File: config.mk
export PLATFORM = sky130hd
export DESIGN_NAME = lane_scramble_align
export DESIGN_NICKNAME = d
export VERILOG_FILES = /design/src/rtl/lsa_pkg.sv /design/src/rtl/lsa_mf_tracker.sv /design/src/rtl/lsa_lane.sv /design/src/rtl/lane_scramble_align.sv
export SDC_FILE = /design/constraint.sdc
export NUM_CORES = 1
export LEC_CHECK = 0
export CORE_MARGIN = 2
export CORE_UTILIZATION = 40
export DETAILED_ROUTE_END_ITERATION = 7
export DONT_BUFFER_PORTS = 1
export GPL_ROUTABILITY_DRIVEN = 0
export SKIP_CTS_REPAIR_TIMING = 1
export SLEW_MARGIN = 20
export SYNTH_ARGS = -nofsm -noshare
export SYNTH_HDL_FRONTEND = slang
export SYNTH_SLANG_ARGS = --single-unit
File: constraint.sdc
create_clock -name clk -period 5.65 [get_ports clk]
set_clock_uncertainty 0.15 [all_clocks]
set_input_delay 1.13 -clock clk [delete_from_list [all_inputs] [get_ports clk]]
set_output_delay 1.13 -clock clk [all_outputs]
set_load 0.02 [all_outputs]
File: src/rtl/lsa_pkg.sv
package lsa_pkg;
  localparam int OCTETS = 4;
  localparam int OCT_W  = $clog2(OCTETS);
  localparam int BEAT_W = 8 * OCTETS;
  localparam int SCR_W  = 15;
  localparam int TAP_A  = 13;  // 14 bits back
  localparam int TAP_B  = 14;  // 15 bits back

  localparam logic [7:0] K_IDLE   = 8'hBC;
  localparam logic [7:0] K_FRAME  = 8'hFC;
  localparam logic [7:0] K_MFRAME = 8'h7C;

  typedef struct packed {
    logic [SCR_W-1:0]  hist;
    logic [BEAT_W-1:0] dout;
  } scr_res_t;

  // Serial scrambler unrolled over one beat: octet 0 first, MSB first.
  function automatic scr_res_t scramble_beat(input logic [BEAT_W-1:0] din,
                                             input logic [SCR_W-1:0]  hist);
    scr_res_t r;
    logic s;
    r.hist = hist;
    r.dout = '0;
    for (int j = 0; j < OCTETS; j++) begin
      for (int b = 7; b >= 0; b--) begin
        s = din[8*j+b] ^ r.hist[TAP_A] ^ r.hist[TAP_B];
        r.dout[8*j+b] = s;
        r.hist = {r.hist[SCR_W-2:0], s};
      end
    end
    return r;
  endfunction

  // Alignment decision for one octet at a known position.
  function automatic logic align_hit(input logic [7:0] oct,
                                     input logic eof, input logic eomf);
    if (eomf) return oct == K_MFRAME;
    return eof && (oct == K_FRAME);
  endfunction
endpackage

File: src/rtl/lsa_mf_tracker.sv
module lsa_mf_tracker
  import lsa_pkg::*;
#(
  parameter int MF_W = 8,
  parameter int FR_W = 3
) (
  input  logic                clk,
  input  logic                rst_n,
  input  logic                data_phase,
  input  logic [FR_W-1:0]     frame_len_m1,
  input  logic [MF_W-1:0]     mf_len_m1,
  output logic [OCTETS-1:0]   eof_mask,
  output logic [OCTETS-1:0]   eomf_mask
);
  localparam int CNT_W = MF_W - OCT_W;

  logic [CNT_W-1:0] beat_cnt;
  logic [CNT_W-1:0] beat_last;

  assign beat_last = mf_len_m1[MF_W-1:OCT_W];

  always_ff @(posedge clk or negedge rst_n) begin
    if (!rst_n)                   beat_cnt <= '0;
    else if (!data_phase)         beat_cnt <= '0;
    else if (beat_cnt == beat_last) beat_cnt <= '0;
    else                          beat_cnt <= beat_cnt + 1'b1;
  end

  always_comb begin
    logic [MF_W-1:0] idx;
    for (int j = 0; j < OCTETS; j++) begin
      idx = {beat_cnt, OCT_W'(j)};
      eof_mask[j]  = (idx[FR_W-1:0] & frame_len_m1) == frame_len_m1;
      eomf_mask[j] = idx == mf_len_m1;
    end
  end
endmodule

File: src/rtl/lsa_lane.sv
module lsa_lane
  import lsa_pkg::*;
(
  input  logic              clk,
  input  logic              rst_n,
  input  logic              data_phase,
  input  logic              scr_on,
  input  logic              repl_on,
  input  logic              lane_on,
  input  logic [OCTETS-1:0] eof_mask,
  input  logic [OCTETS-1:0] eomf_mask,
  input  logic [BEAT_W-1:0] in_data,
  input  logic [OCTETS-1:0] in_ctrl,
  output logic [BEAT_W-1:0] out_data,
  output logic [OCTETS-1:0] out_ctrl
);
  logic [SCR_W-1:0]  hist;
  scr_res_t          nxt;
  logic [BEAT_W-1:0] proc_data;
  logic [OCTETS-1:0] proc_ctrl;

  always_comb begin
    nxt       = scramble_beat(in_data, hist);
    proc_data = scr_on ? nxt.dout : in_data;
    for (int j = 0; j < OCTETS; j++)
      proc_ctrl[j] = scr_on && repl_on &&
                     align_hit(proc_data[8*j +: 8], eof_mask[j], eomf_mask[j]);
  end

  always_ff @(posedge clk or negedge rst_n) begin
    if (!rst_n) begin
      hist     <= '0;
      out_data <= '0;
      out_ctrl <= '0;
    end else begin
      if (data_phase && lane_on && scr_on) hist <= nxt.hist;
      if (!lane_on) begin
        out_data <= {OCTETS{K_IDLE}};
        out_ctrl <= '1;
      end else if (!data_phase) begin
        out_data <= in_data;
        out_ctrl <= in_ctrl;
      end else begin
        out_data <= proc_data;
        out_ctrl <= proc_ctrl;
      end
    end
  end
endmodule

File: src/rtl/lane_scramble_align.sv
module lane_scramble_align
  import lsa_pkg::*;
#(
  parameter int LANES = 2,
  parameter int MF_W  = 8,
  parameter int FR_W  = 3
) (
  input  logic                     clk,
  input  logic                     rst_n,
  input  logic                     data_phase,
  input  logic                     scr_disable,
  input  logic                     repl_disable,
  input  logic [FR_W-1:0]          frame_len_m1,
  input  logic [MF_W-1:0]          mf_len_m1,
  input  logic [LANES-1:0]         lane_disable,
  input  logic [BEAT_W*LANES-1:0]  in_data,
  input  logic [OCTETS*LANES-1:0]  in_ctrl,
  output logic [BEAT_W*LANES-1:0]  out_data,
  output logic [OCTETS*LANES-1:0]  out_ctrl
);
  // Position events shared by all lanes, visible to the checker.
  logic [OCTETS-1:0] eof_mask;
  logic [OCTETS-1:0] eomf_mask;

  lsa_mf_tracker #(.MF_W(MF_W), .FR_W(FR_W)) u_track (
    .clk(clk), .rst_n(rst_n), .data_phase(data_phase),
    .frame_len_m1(frame_len_m1), .mf_len_m1(mf_len_m1),
    .eof_mask(eof_mask), .eomf_mask(eomf_mask)
  );

  for (genvar l = 0; l < LANES; l++) begin : g_lane
    lsa_lane u_lane (
      .clk(clk), .rst_n(rst_n), .data_phase(data_phase),
      .scr_on(!scr_disable), .repl_on(!repl_disable), .lane_on(!lane_disable[l]),
      .eof_mask(eof_mask), .eomf_mask(eomf_mask),
      .in_data(in_data[BEAT_W*l +: BEAT_W]), .in_ctrl(in_ctrl[OCTETS*l +: OCTETS]),
      .out_data(out_data[BEAT_W*l +: BEAT_W]), .out_ctrl(out_ctrl[OCTETS*l +: OCTETS])
    );
  end
endmodule

==> results by group <==
Clock network
  • Worst-Skew Late Latency: 0.37 ns
  • Clock tree from TritonCTS: built
  • H-tree depth: 3
  • Sink Count: 108
  • Clk root buf: clkbuf_16
  • Cts bufs inserted: 9
  • Max Root-Sink Buffers: 2
  • CTS clock-pin slew for the worst setup and hold paths: 0.08 ns

Timing
  • Slew HR: 43.19%
  • RSZ-0062 raised after global routing: no
  • Final setup vio count: 0
  • Pins Over Slew Limit: 0
  • Hold_ws: 0.3052 ns
  • Fin crit period: 2.889 ns
  • Worst-Margin Slew: 0.8521 ns
  • FMAX: 346.2 MHz
  • Final hold viol count: 0
  • Setup TNS: 0 ns
  • Crit share post-route: 51.13%

Cells and area
  • Most common cell after layout, fill and taps aside: xnor2_1
  • Commonest non-fill, non-tap cells in the layout: xnor2_1 (116), dfrtp_1 (108), o21ai_0 (65)
  • Layout cell share with drive strength beyond 1: 8.976%
  • Post-Layout Inst Area: 7447 um^2
  • Post-Layout Cell Count: 938
  • # diodes: 0
  • P&R area growth vs syn: 5.738%
  • Final net count: 799

Outcome
  • Status: finished, final reports clean

Route
  • Post-Route WL: 18.61 mm
  • Post-DRT Antenna Nets: 0
  • Wl on met1: 7.393 mm
  • DR WL met3: 1.701 mm
  • Top routing layer used: met4
  • DRC Markers: 0
  • DR vias/cell: 5.558
  • Via count: 5213
  • DRT Pass-1 Iters: 5
  • Initial DRC Count: 336
  • Detailed-route wire length per cell: 19.84 um
  • Met2 wire len: 9.056 mm

Synthesis
  • Async SR Flop Fraction: 100.0%
  • EDFF count, synth: 0
  • Leading area contributor after synthesis: dfrtp_1
  • Syn_nets: 845
  • Synth area leaders: dfrtp_1 (38%), xnor2_1 (14%), xor2_1 (5.8%)
  • Synth Cell Area: 7043 um^2
  • Netlist cell types: 55
  • Yosys top cell area share: 38.37%
  • Post-synth top flop: dfrtp_1
  • Post-Syn Area per Cell: 9.341 um^2
  • Sequential share of the synthesized area: 38.37%
  • Yosys warns: 0
  • #FFs+latches synth: 108
  • Post-Syn Instances: 754

Die
  • Row cnt: 48
  • Initial Utilization: 40.86%
  • Core area: 17240 um^2
  • Num ports: 162
  • Die W: 136.7 um
  • Die height: 136.7 um
  • Die area: 18690 um^2

Run
  • Number of max-cap violations: 0

Place
  • DP HPWL: 13.62 mm
  • DP Area: 7107 um^2
  • # port buffers: 0
  • Placed Cells: 922

Power
  • P_leak: 0.002892 uW
  • Sequential share of power: 31.0%
  • Switching Share: 43.54%
  • Clock share of power: 16.8%
  • Internal cell power: 2430 uW
  • Net Switching: 1874 uW
  • IR drop worst, VDD: 0.0002140 V
  • Total power draw: 4305 uW
  • Power per cell area: 578.0 nW/um^2
  • Combinational share of power: 52.2%

Setup path
  • Crit. End Element: flip-flop
  • CP Max Fanout: 115
  • R2r setup slk: 2.95 ns
  • Critical path type: primary input to flip-flop
  • WP data arrival: 3.01 ns
  • CP startpoint kind: primary input
  • WP data required: 5.77 ns

Global routing
  • Total track usage: 20.32%
  • First-pass GRT wire length: 28.77 mm
  • Overflow after GRT: 0
  • Number of global-route vias before repair: 5152
  • Initial antenna violation count: 0
  • Largest net degree at the start of global routing: 116

Hold path
  • HP Class: primary input to async pin
final cells by class:
type / instances / area, um^2
Fill cell: 1669 / 9789
Multi-Input combinational cell: 584 / 4109
Sequential cell: 108 / 2703
Tap cell: 225 / 281.5
Clock buffer: 9 / 225.2
Clock inverter: 7 / 106.4
Inverter: 4 / 15.01
Timing Repair Buffer: 1 / 7.507
logic make-up (layout without fill, tap and decap cells):
| group | Yosys count | after routing | synth area share (%) |
|---|---|---|---|
| AND/OR/NAND/NOR | 237 | 237 | 17.93 |
| XOR/XNOR | 177 | 177 | 24.78 |
| AO/OA/AOI/OAI | 150 | 150 | 12.35 |
| flip-flops | 108 | 108 | 38.37 |
| buffers and inverters | 62 | 21 | 3.517 |
| multiplexers | 19 | 19 | 2.878 |
| adder cells (fa/ha/maj) | 1 | 1 | 0.1776 |
cell usage after synthesis (2+ instances only):
cell,number
or3_1,15
nor4_1,3
buf_1,4
xor3_1,3
a22oi_1,3
xnor3_1,7
nor2_1,48
mux2i_1,9
buf_2,9
nor2b_1,2
nand2_1,53
o21bai_1,3
mux2_2,10
and3_1,12
o21ai_0,65
o211ai_1,4
and2_1,4
inv_1,4
o22ai_1,4
a211o_1,6
nand3_1,9
a31oi_1,3
nand4b_1,3
o31ai_1,8
xnor3_2,2
a21oi_1,44
clkbuf_1,44
dfrtp_1,108
xnor2_1,116
xor2_1,47
nor4b_1,2
nor3_1,45
or3b_2,30
nand2b_1,4
flip-flops by register name, summed over array words and instances, names as in the netlist:
name / cells
g_lane.u_lane.hist: 30
g_lane.u_lane.out_data: 64
u_track.beat_cnt: 6
g_lane.u_lane.out_ctrl: 8
power by group through the flow:
stage	clock [uW]	combinational, uW	sequential, uW
after detailed placement	0	2230	1350
after floorplan	0	2060	1130
after global routing	768	2470	1370
after global placement	0	2190	1340
after CTS	735	2240	1340
final	722	2250	1330
per-layer routing:
metal	GRT usage (%)	vias to the layer above
met5	0	-
met4	7.118	0
met3	6.593	30
met2	34.11	173
met1	24.42	2503
li1	-	2507
path summary, 6_finish.rpt:
check | depth (start not counted) | startpoint | endpoint
min reg2reg | 1 | u_track.beat_cnt[0]$_DFF_PN0_ | u_track.beat_cnt[0]$_DFF_PN0_
max | 6 | scr_disable | g_lane[0].u_lane.out_ctrl[3]$_DFF_PN0_
min in group clk | 1 | u_track.beat_cnt[0]$_DFF_PN0_ | u_track.beat_cnt[0]$_DFF_PN0_
max reg2reg | 6 | g_lane[1].u_lane.hist[12]$_DFFE_PN0P_ | g_lane[1].u_lane.out_ctrl[3]$_DFF_PN0_
min | 0 | rst_n | g_lane[0].u_lane.out_data[30]$_DFF_PN0_
max in group asynchronous | 0 | rst_n | g_lane[1].u_lane.out_data[9]$_DFF_PN0_
stage by stage:
step / setup WS (ns) / util (%)
CTS: 2.528 / 43.15
global placement: 2.257 / 41.23
finish: 2.761 / 43.21
floorplan: 2.731 / -
detailed placement: 2.152 / 41.23
global route: 2.580 / 43.21
critical path: stages:
cell and delay [ns]:
inv_1 0.27, nand2_8 0.42, nor2_1 0.42, nand2_1 0.08, or4_1 0.47, o31ai_1 0.21
Note: power is estimated with default switching activity, not from simulation.
